===== src/rtl/pirq_pkg.sv =====
package pirq_pkg;
  localparam int DW    = 8;
  localparam int NFLAG = DW - 1;
  localparam int AW    = 2;
  localparam int NLINE = 4;

  // flag bit positions
  localparam int F_A2 = 0;
  localparam int F_A1 = 1;
  localparam int F_SR = 2;
  localparam int F_B2 = 3;
  localparam int F_B1 = 4;
  localparam int F_T2 = 5;
  localparam int F_T1 = 6;

  // edge-detector lane order
  localparam int L_A2 = 0;
  localparam int L_A1 = 1;
  localparam int L_B2 = 2;
  localparam int L_B1 = 3;

  // control register bit positions
  localparam int C_A1_POL = 0;
  localparam int C_A2_IND = 1;
  localparam int C_A2_POL = 2;
  localparam int C_B1_POL = 4;
  localparam int C_B2_IND = 5;
  localparam int C_B2_POL = 6;

  typedef enum logic [AW-1:0] {
    ADR_FLAG = 2'd0,
    ADR_EN   = 2'd1,
    ADR_CTL  = 2'd2,
    ADR_NONE = 2'd3
  } adr_e;
endpackage


===== src/rtl/pirq_sync.sv =====
module pirq_sync #(
  parameter int W      = 4,
  parameter int STAGES = 2
) (
  input  logic         clk,
  input  logic         rst_n,
  input  logic [W-1:0] d,
  output logic [W-1:0] q
);
  logic [W-1:0] stg_q [STAGES];
  logic [W-1:0] stg_d [STAGES];

  always_comb begin
    stg_d[0] = d;
    for (int i = 1; i < STAGES; i++) begin
      stg_d[i] = stg_q[i-1];
    end
  end

  always_ff @(posedge clk or negedge rst_n) begin
    if (!rst_n) begin
      for (int i = 0; i < STAGES; i++) begin
        stg_q[i] <= '0;
      end
    end else begin
      for (int i = 0; i < STAGES; i++) begin
        stg_q[i] <= stg_d[i];
      end
    end
  end

  assign q = stg_q[STAGES-1];
endmodule


===== src/rtl/pirq_edge.sv =====
module pirq_edge #(
  parameter int N = 4
) (
  input  logic         clk,
  input  logic         rst_n,
  input  logic [N-1:0] lvl,
  input  logic [N-1:0] rise_sel,
  output logic [N-1:0] hit
);
  logic [N-1:0] prev_q;

  always_ff @(posedge clk or negedge rst_n) begin
    if (!rst_n) begin
      prev_q <= '0;
    end else begin
      prev_q <= lvl;
    end
  end

  for (genvar g = 0; g < N; g++) begin : g_lane
    logic up, dn;
    assign up     = lvl[g] & ~prev_q[g];
    assign dn     = ~lvl[g] & prev_q[g];
    assign hit[g] = rise_sel[g] ? up : dn;
  end
endmodule


===== src/rtl/pirq_flags.sv =====
module pirq_flags #(
  parameter int N = 7
) (
  input  logic         clk,
  input  logic         rst_n,
  input  logic [N-1:0] set_vec,
  input  logic [N-1:0] clr_vec,
  output logic [N-1:0] flag_q
);
  logic [N-1:0] flag_d;
  logic         flag_en;

  // set takes priority over clear in the same cycle
  always_comb begin
    flag_en = (|set_vec) | (|clr_vec);
    flag_d  = (flag_q & ~clr_vec) | set_vec;
  end

  always_ff @(posedge clk or negedge rst_n) begin
    if (!rst_n) begin
      flag_q <= '0;
    end else if (flag_en) begin
      flag_q <= flag_d;
    end
  end
endmodule


===== src/rtl/pirq_regs.sv =====
module pirq_regs
  import pirq_pkg::*;
(
  input  logic             clk,
  input  logic             rst_n,
  input  logic [AW-1:0]    reg_addr_i,
  input  logic             reg_wr_i,
  input  logic [DW-1:0]    reg_wdata_i,
  input  logic [NFLAG-1:0] flag_q,
  input  logic             irq,
  output logic [NFLAG-1:0] en_q,
  output logic [NFLAG-1:0] wr_clr,
  output logic [NLINE-1:0] rise_sel,
  output logic             a2_ind,
  output logic             b2_ind,
  output logic [DW-1:0]    reg_rdata_o
);
  adr_e             adr;
  logic [DW-1:0]    ctl_q, ctl_d;
  logic             ctl_we;
  logic [NFLAG-1:0] en_d;
  logic             en_we;
  logic [NFLAG-1:0] wmask;

  assign adr   = adr_e'(reg_addr_i);
  assign wmask = reg_wdata_i[NFLAG-1:0];

  always_comb begin
    ctl_we = reg_wr_i && (adr == ADR_CTL);
    ctl_d  = reg_wdata_i;
    en_we  = reg_wr_i && (adr == ADR_EN);
    en_d   = reg_wdata_i[DW-1] ? (en_q | wmask) : (en_q & ~wmask);
    wr_clr = (reg_wr_i && (adr == ADR_FLAG)) ? wmask : '0;
  end

  always_ff @(posedge clk or negedge rst_n) begin
    if (!rst_n) begin
      ctl_q <= '0;
    end else if (ctl_we) begin
      ctl_q <= ctl_d;
    end
  end

  always_ff @(posedge clk or negedge rst_n) begin
    if (!rst_n) begin
      en_q <= '0;
    end else if (en_we) begin
      en_q <= en_d;
    end
  end

  always_comb begin
    rise_sel        = '0;
    rise_sel[L_A2]  = ctl_q[C_A2_POL];
    rise_sel[L_A1]  = ctl_q[C_A1_POL];
    rise_sel[L_B2]  = ctl_q[C_B2_POL];
    rise_sel[L_B1]  = ctl_q[C_B1_POL];
    a2_ind          = ctl_q[C_A2_IND];
    b2_ind          = ctl_q[C_B2_IND];
  end

  always_comb begin
    unique case (adr)
      ADR_FLAG: reg_rdata_o = {irq, flag_q};
      ADR_EN:   reg_rdata_o = {1'b1, en_q};
      ADR_CTL:  reg_rdata_o = ctl_q;
      default:  reg_rdata_o = '0;
    endcase
  end
endmodule


===== src/rtl/periph_irq_ctrl.sv =====
module periph_irq_ctrl
  import pirq_pkg::*;
#(
  parameter int SYNC_STAGES = 2
) (
  input  logic          clk,
  input  logic          rst_n,
  input  logic          hs_a1_i,
  input  logic          hs_a2_i,
  input  logic          hs_b1_i,
  input  logic          hs_b2_i,
  input  logic          sr_evt_i,
  input  logic          sr_rd_i,
  input  logic          tmr1_evt_i,
  input  logic          tmr2_evt_i,
  input  logic          porta_acc_i,
  input  logic          portb_acc_i,
  input  logic [AW-1:0] reg_addr_i,
  input  logic          reg_wr_i,
  input  logic [DW-1:0] reg_wdata_i,
  output logic [DW-1:0] reg_rdata_o,
  output logic          irq_o
);
  logic [NLINE-1:0] raw_lines, sync_lines, rise_sel, hit;
  logic [NFLAG-1:0] set_vec, clr_vec, side_clr, wr_clr;
  logic [NFLAG-1:0] flag_q, en_q;
  logic             a2_ind, b2_ind;

  always_comb begin
    raw_lines        = '0;
    raw_lines[L_A2]  = hs_a2_i;
    raw_lines[L_A1]  = hs_a1_i;
    raw_lines[L_B2]  = hs_b2_i;
    raw_lines[L_B1]  = hs_b1_i;
  end

  pirq_sync #(.W(NLINE), .STAGES(SYNC_STAGES)) u_sync (
    .clk(clk), .rst_n(rst_n), .d(raw_lines), .q(sync_lines)
  );

  pirq_edge #(.N(NLINE)) u_edge (
    .clk(clk), .rst_n(rst_n), .lvl(sync_lines), .rise_sel(rise_sel), .hit(hit)
  );

  always_comb begin
    set_vec       = '0;
    set_vec[F_A2] = hit[L_A2];
    set_vec[F_A1] = hit[L_A1];
    set_vec[F_B2] = hit[L_B2];
    set_vec[F_B1] = hit[L_B1];
    set_vec[F_SR] = sr_evt_i;
    set_vec[F_T2] = tmr2_evt_i;
    set_vec[F_T1] = tmr1_evt_i;

    side_clr       = '0;
    side_clr[F_A1] = porta_acc_i;
    side_clr[F_A2] = porta_acc_i & ~a2_ind;
    side_clr[F_B1] = portb_acc_i;
    side_clr[F_B2] = portb_acc_i & ~b2_ind;
    side_clr[F_SR] = sr_rd_i;

    clr_vec = side_clr | wr_clr;
  end

  pirq_flags #(.N(NFLAG)) u_flags (
    .clk(clk), .rst_n(rst_n), .set_vec(set_vec), .clr_vec(clr_vec), .flag_q(flag_q)
  );

  assign irq_o = |(flag_q & en_q);

  pirq_regs u_regs (
    .clk(clk), .rst_n(rst_n),
    .reg_addr_i(reg_addr_i), .reg_wr_i(reg_wr_i), .reg_wdata_i(reg_wdata_i),
    .flag_q(flag_q), .irq(irq_o),
    .en_q(en_q), .wr_clr(wr_clr), .rise_sel(rise_sel),
    .a2_ind(a2_ind), .b2_ind(b2_ind),
    .reg_rdata_o(reg_rdata_o)
  );
endmodule


===== config.mk =====
export PLATFORM = sky130hd
export DESIGN_NAME = periph_irq_ctrl
export DESIGN_NICKNAME = d
export VERILOG_FILES = /design/src/rtl/pirq_pkg.sv /design/src/rtl/pirq_sync.sv /design/src/rtl/pirq_edge.sv /design/src/rtl/pirq_flags.sv /design/src/rtl/pirq_regs.sv /design/src/rtl/periph_irq_ctrl.sv
export SDC_FILE = /design/constraint.sdc
export NUM_CORES = 1
export LEC_CHECK = 0
export CORE_UTILIZATION = 40
export CTS_CLUSTER_DIAMETER = 30
export CTS_CLUSTER_SIZE = 14
export DETAILED_ROUTE_END_ITERATION = 7
export PLACE_DENSITY = 0.68
export SYNTH_ARGS = -nofsm -noshare
export SYNTH_HDL_FRONTEND = slang
export SYNTH_SLANG_ARGS = --single-unit

===== constraint.sdc =====
create_clock -name clk -period 1.2 [get_ports clk]
set_input_delay 0.18 -clock clk [delete_from_list [all_inputs] [get_ports clk]]
set_output_delay 0.18 -clock clk [all_outputs]
set_load 0.05 [all_outputs]

==> results.toml <==
[final_layout]
final_common_cell = "dfrtp_1"
drive_above_1_share_pct = 42.3
nets = 211
antenna_cells = 0
syn2layout_area_growth_pct = 61.7
final_util_pct = 69.4
final_cell_area_um2 = 2370
final_cell_mix = "33 x dfrtp_1, 23 x buf_4, 19 x nand2_1, 19 x clkdlybuf4s50_1, 10 x buf_6"
fill_cells = 249

[outcome]
outcome = "finished with violations"
violations = "setup timing"

[yosys]
synth_simple_gate_area_share_pct = 13.7
syn_area_um2 = 1470
synth_compound_area_share_pct = 9.90
ys_types = 28
muxShareOfSynthArea_pct = 16.3
synth_cells = 119
yosysSeqAreaShare_pct = 58.0
yosysWarnings = 0
synth_nets = 142
synth_top_family_by_area = "multiplexers"
ys_ff_latch = 34
avgSynthCellArea_um2 = 12.3
synth_xor_area_share_pct = 0
synth_fa_ha_area_share_pct = 0

[clock_tree]
htreeDepth = 2
numCtsBuffers = 5
cts_num_sinks = 34
postCtsHoldBufs = 0
clk_pin_slew_ns = 0.10
clockBufferDepth = 2
cts_root_buf = "clkbuf_4"
cts_tree = "done"
clk_latency_ns = 0.35

[global_route]
overflow = 0
grt_pass1_wl_um = 6040
grt_usage_pct = 20.7
grt_pass1_vias = 1276
antenna_found_initial = 0
grt_max_degree = 35

[placed_design]
io_buffers = 31
postPlaceCellArea_um2 = 2160
place_hpwl_um = 2660
gp_congestion = 0.795

[power_and_ir_drop]
clkPwrFrac_pct = 20.0
internal_power_mw = 2.26
power_density_nw_per_um2 = 1380
p_seq_share_pct = 43.7
p_sw_mw = 1.03
peakVddDrop_v = 0.000736
p_leak_nw = 1.05
comb_power_share_pct = 36.3
swShare_pct = 31.3

[sta]
worst_slack_ns = -0.733
finalSetupTns_ns = -3.25
whs_ns = 0.184
skew_ns = 0.0140
report.final.slew_viol_count = 0
rsz0062_at_grt = "yes"
worstMarginPinSlew_ns = 0.406
maxSlewHeadroom_pct = 72.9
max_freq_mhz = 517
period_needed_ns = 1.93
hold_viol_final = 0
setup_violations = 9
min_period_over_period_pct = 161

[hold_path]
hold_path.class = "input port to asynchronous set/reset pin"

[detailed_routing]
num_vias = 1191
drt-initial-drc-count = 27
ant_nets = 0
firstDrtPassIters = 4
via_per_inst = 5.07
wl_per_cell_um = 15.5
routed_wl_um = 3650
drc = 0

[worst_setup_path]
crit_path_end_kind = "output port"
crit_fanout = 2
cp_cell_sequence = "a222oi_1, nand3_2, o31a_4, buf_12"
arrival_ns = 1.75
critPathLaunchType = "flop"
cpPeakStageDelay_ns = 0.44
crit_required_ns = 1.02
crit_slowest_cell = "a222oi_1"
critical_path_class = "flop to output port"

[floorplanning]
rows = 21
num_io_pins = 32
coreArea_um2 = 3420
die_x_um = 62.5
fp.dieH_um = 62.5
initial_core_util_pct = 42.9
die-area_um2 = 3910

[job]
cap_violations = 0
## layer usage
| layer | global-route usage [%] | up-vias | share of wire [%] |
|---|---|---|---|
| met1 | 23.9 | 593 | 41 |
| met2 | 34.8 | 28 | 52 |
| met4 | 9.01 | 0 | 1.9 |
| met3 | 7.12 | 8 | 5.3 |
| li1 | - | 562 | - |
| met5 | 0 | - | 0 |
## cell type report
type                       count  area (um2)  area share (%)
timing repair buffer          65         693            29.2
clock inverter                 1        5.00           0.211
multi-input combinational     79         697            29.4
sequential                    34         852            35.9
tap                           46        57.6            2.43
clock buffer                   7        55.1            2.32
inverter                       3        11.3           0.475
## synth_stat cells
cell type   n  area, um2
o221ai_1    1       8.76
buf_2       1       5.00
a222oi_1    1       10.0
a311o_1     2       20.0
o31a_1      1       8.76
a21o_1      2       15.0
nor2_1      2       7.51
nand3b_2    1       11.3
o21ai_0     9       45.0
a22oi_1     2       15.0
and3b_1     3       26.3
nor3b_4     1       18.8
inv_1       3       11.3
nor3b_1     2       15.0
a31o_2      1       8.76
nand2_1    20       75.1
a21oi_1     1       5.00
nand3_1     1       5.00
nand3b_1    1       7.51
mux2i_1     7       70.1
nand2b_1    3       18.8
mux2_2      8       90.1
and2_1      1       6.26
dfrtp_1    34        851
a211o_1     1       8.76
buf_4       2       15.0
mux2_1      7       78.8
nor2b_2     1       8.76
## final timing paths
kind,from,endpoint,slack [ns],depth (start not counted)
worst min register to register,u_sync.stg_d[1],u_sync.q[1],0.35,0
min in group clk,hs_b1_i,u_sync.stg_d[3],0.27,1
worst max register to register,flop,flop,0.13,3
worst min-delay path,rst_n,u_regs.ctl_q[7],0.18,2
max in group asynchronous,rst_n,u_edge.prev_q[2],0.83,2
worst max-delay path,flop,reg_rdata_o[7],-0.73,4
## logic make-up after synthesis
logic type,Yosys count
flops,34
buf+inv,6
mux,22
compound gates,21
simple gates,36
## metrics by stage
stage / setup slack, ns / cells / power (mW)
after global routing: -0.779 / 235 / 3.45
after global placement: -0.472 / 222 / 2.43
after floorplan: -0.494 / 119 / 1.90
after detailed placement: -0.527 / 222 / 2.48
after CTS: -0.782 / 233 / 3.18
final: -0.733 / 235 / 3.28
## what timing repair did
item                                    CTS  global route
hold endpoints to repair                  0             0
gates cloned                              0             0
endpoints found under the setup margin   26             9
buffers inserted                          4             6
pin swaps                                 1             4
gates resized for setup                  11            20
## critical path: cells and delay by family, from the launching register on
family / cells / cell delay (ns)
AO/OA/AOI/OAI: 2 / 0.75
buffers and inverters: 1 / 0.15
flip-flops: 1 / 0.38
AND/OR/NAND/NOR: 1 / 0.14
## power by group through the flow
stage	Combinational, mW	Clock (mW)	Sequential [mW]
2_1_floorplan	0.494	0	1.41
3_3_place_gp	1.01	0	1.42
3_5_place_dp	1.04	0	1.44
4_1_cts	1.10	0.677	1.41
5_1_grt	1.26	0.733	1.45
6_report	1.19	0.657	1.43
Note: power is estimated with default switching activity, not from simulation.
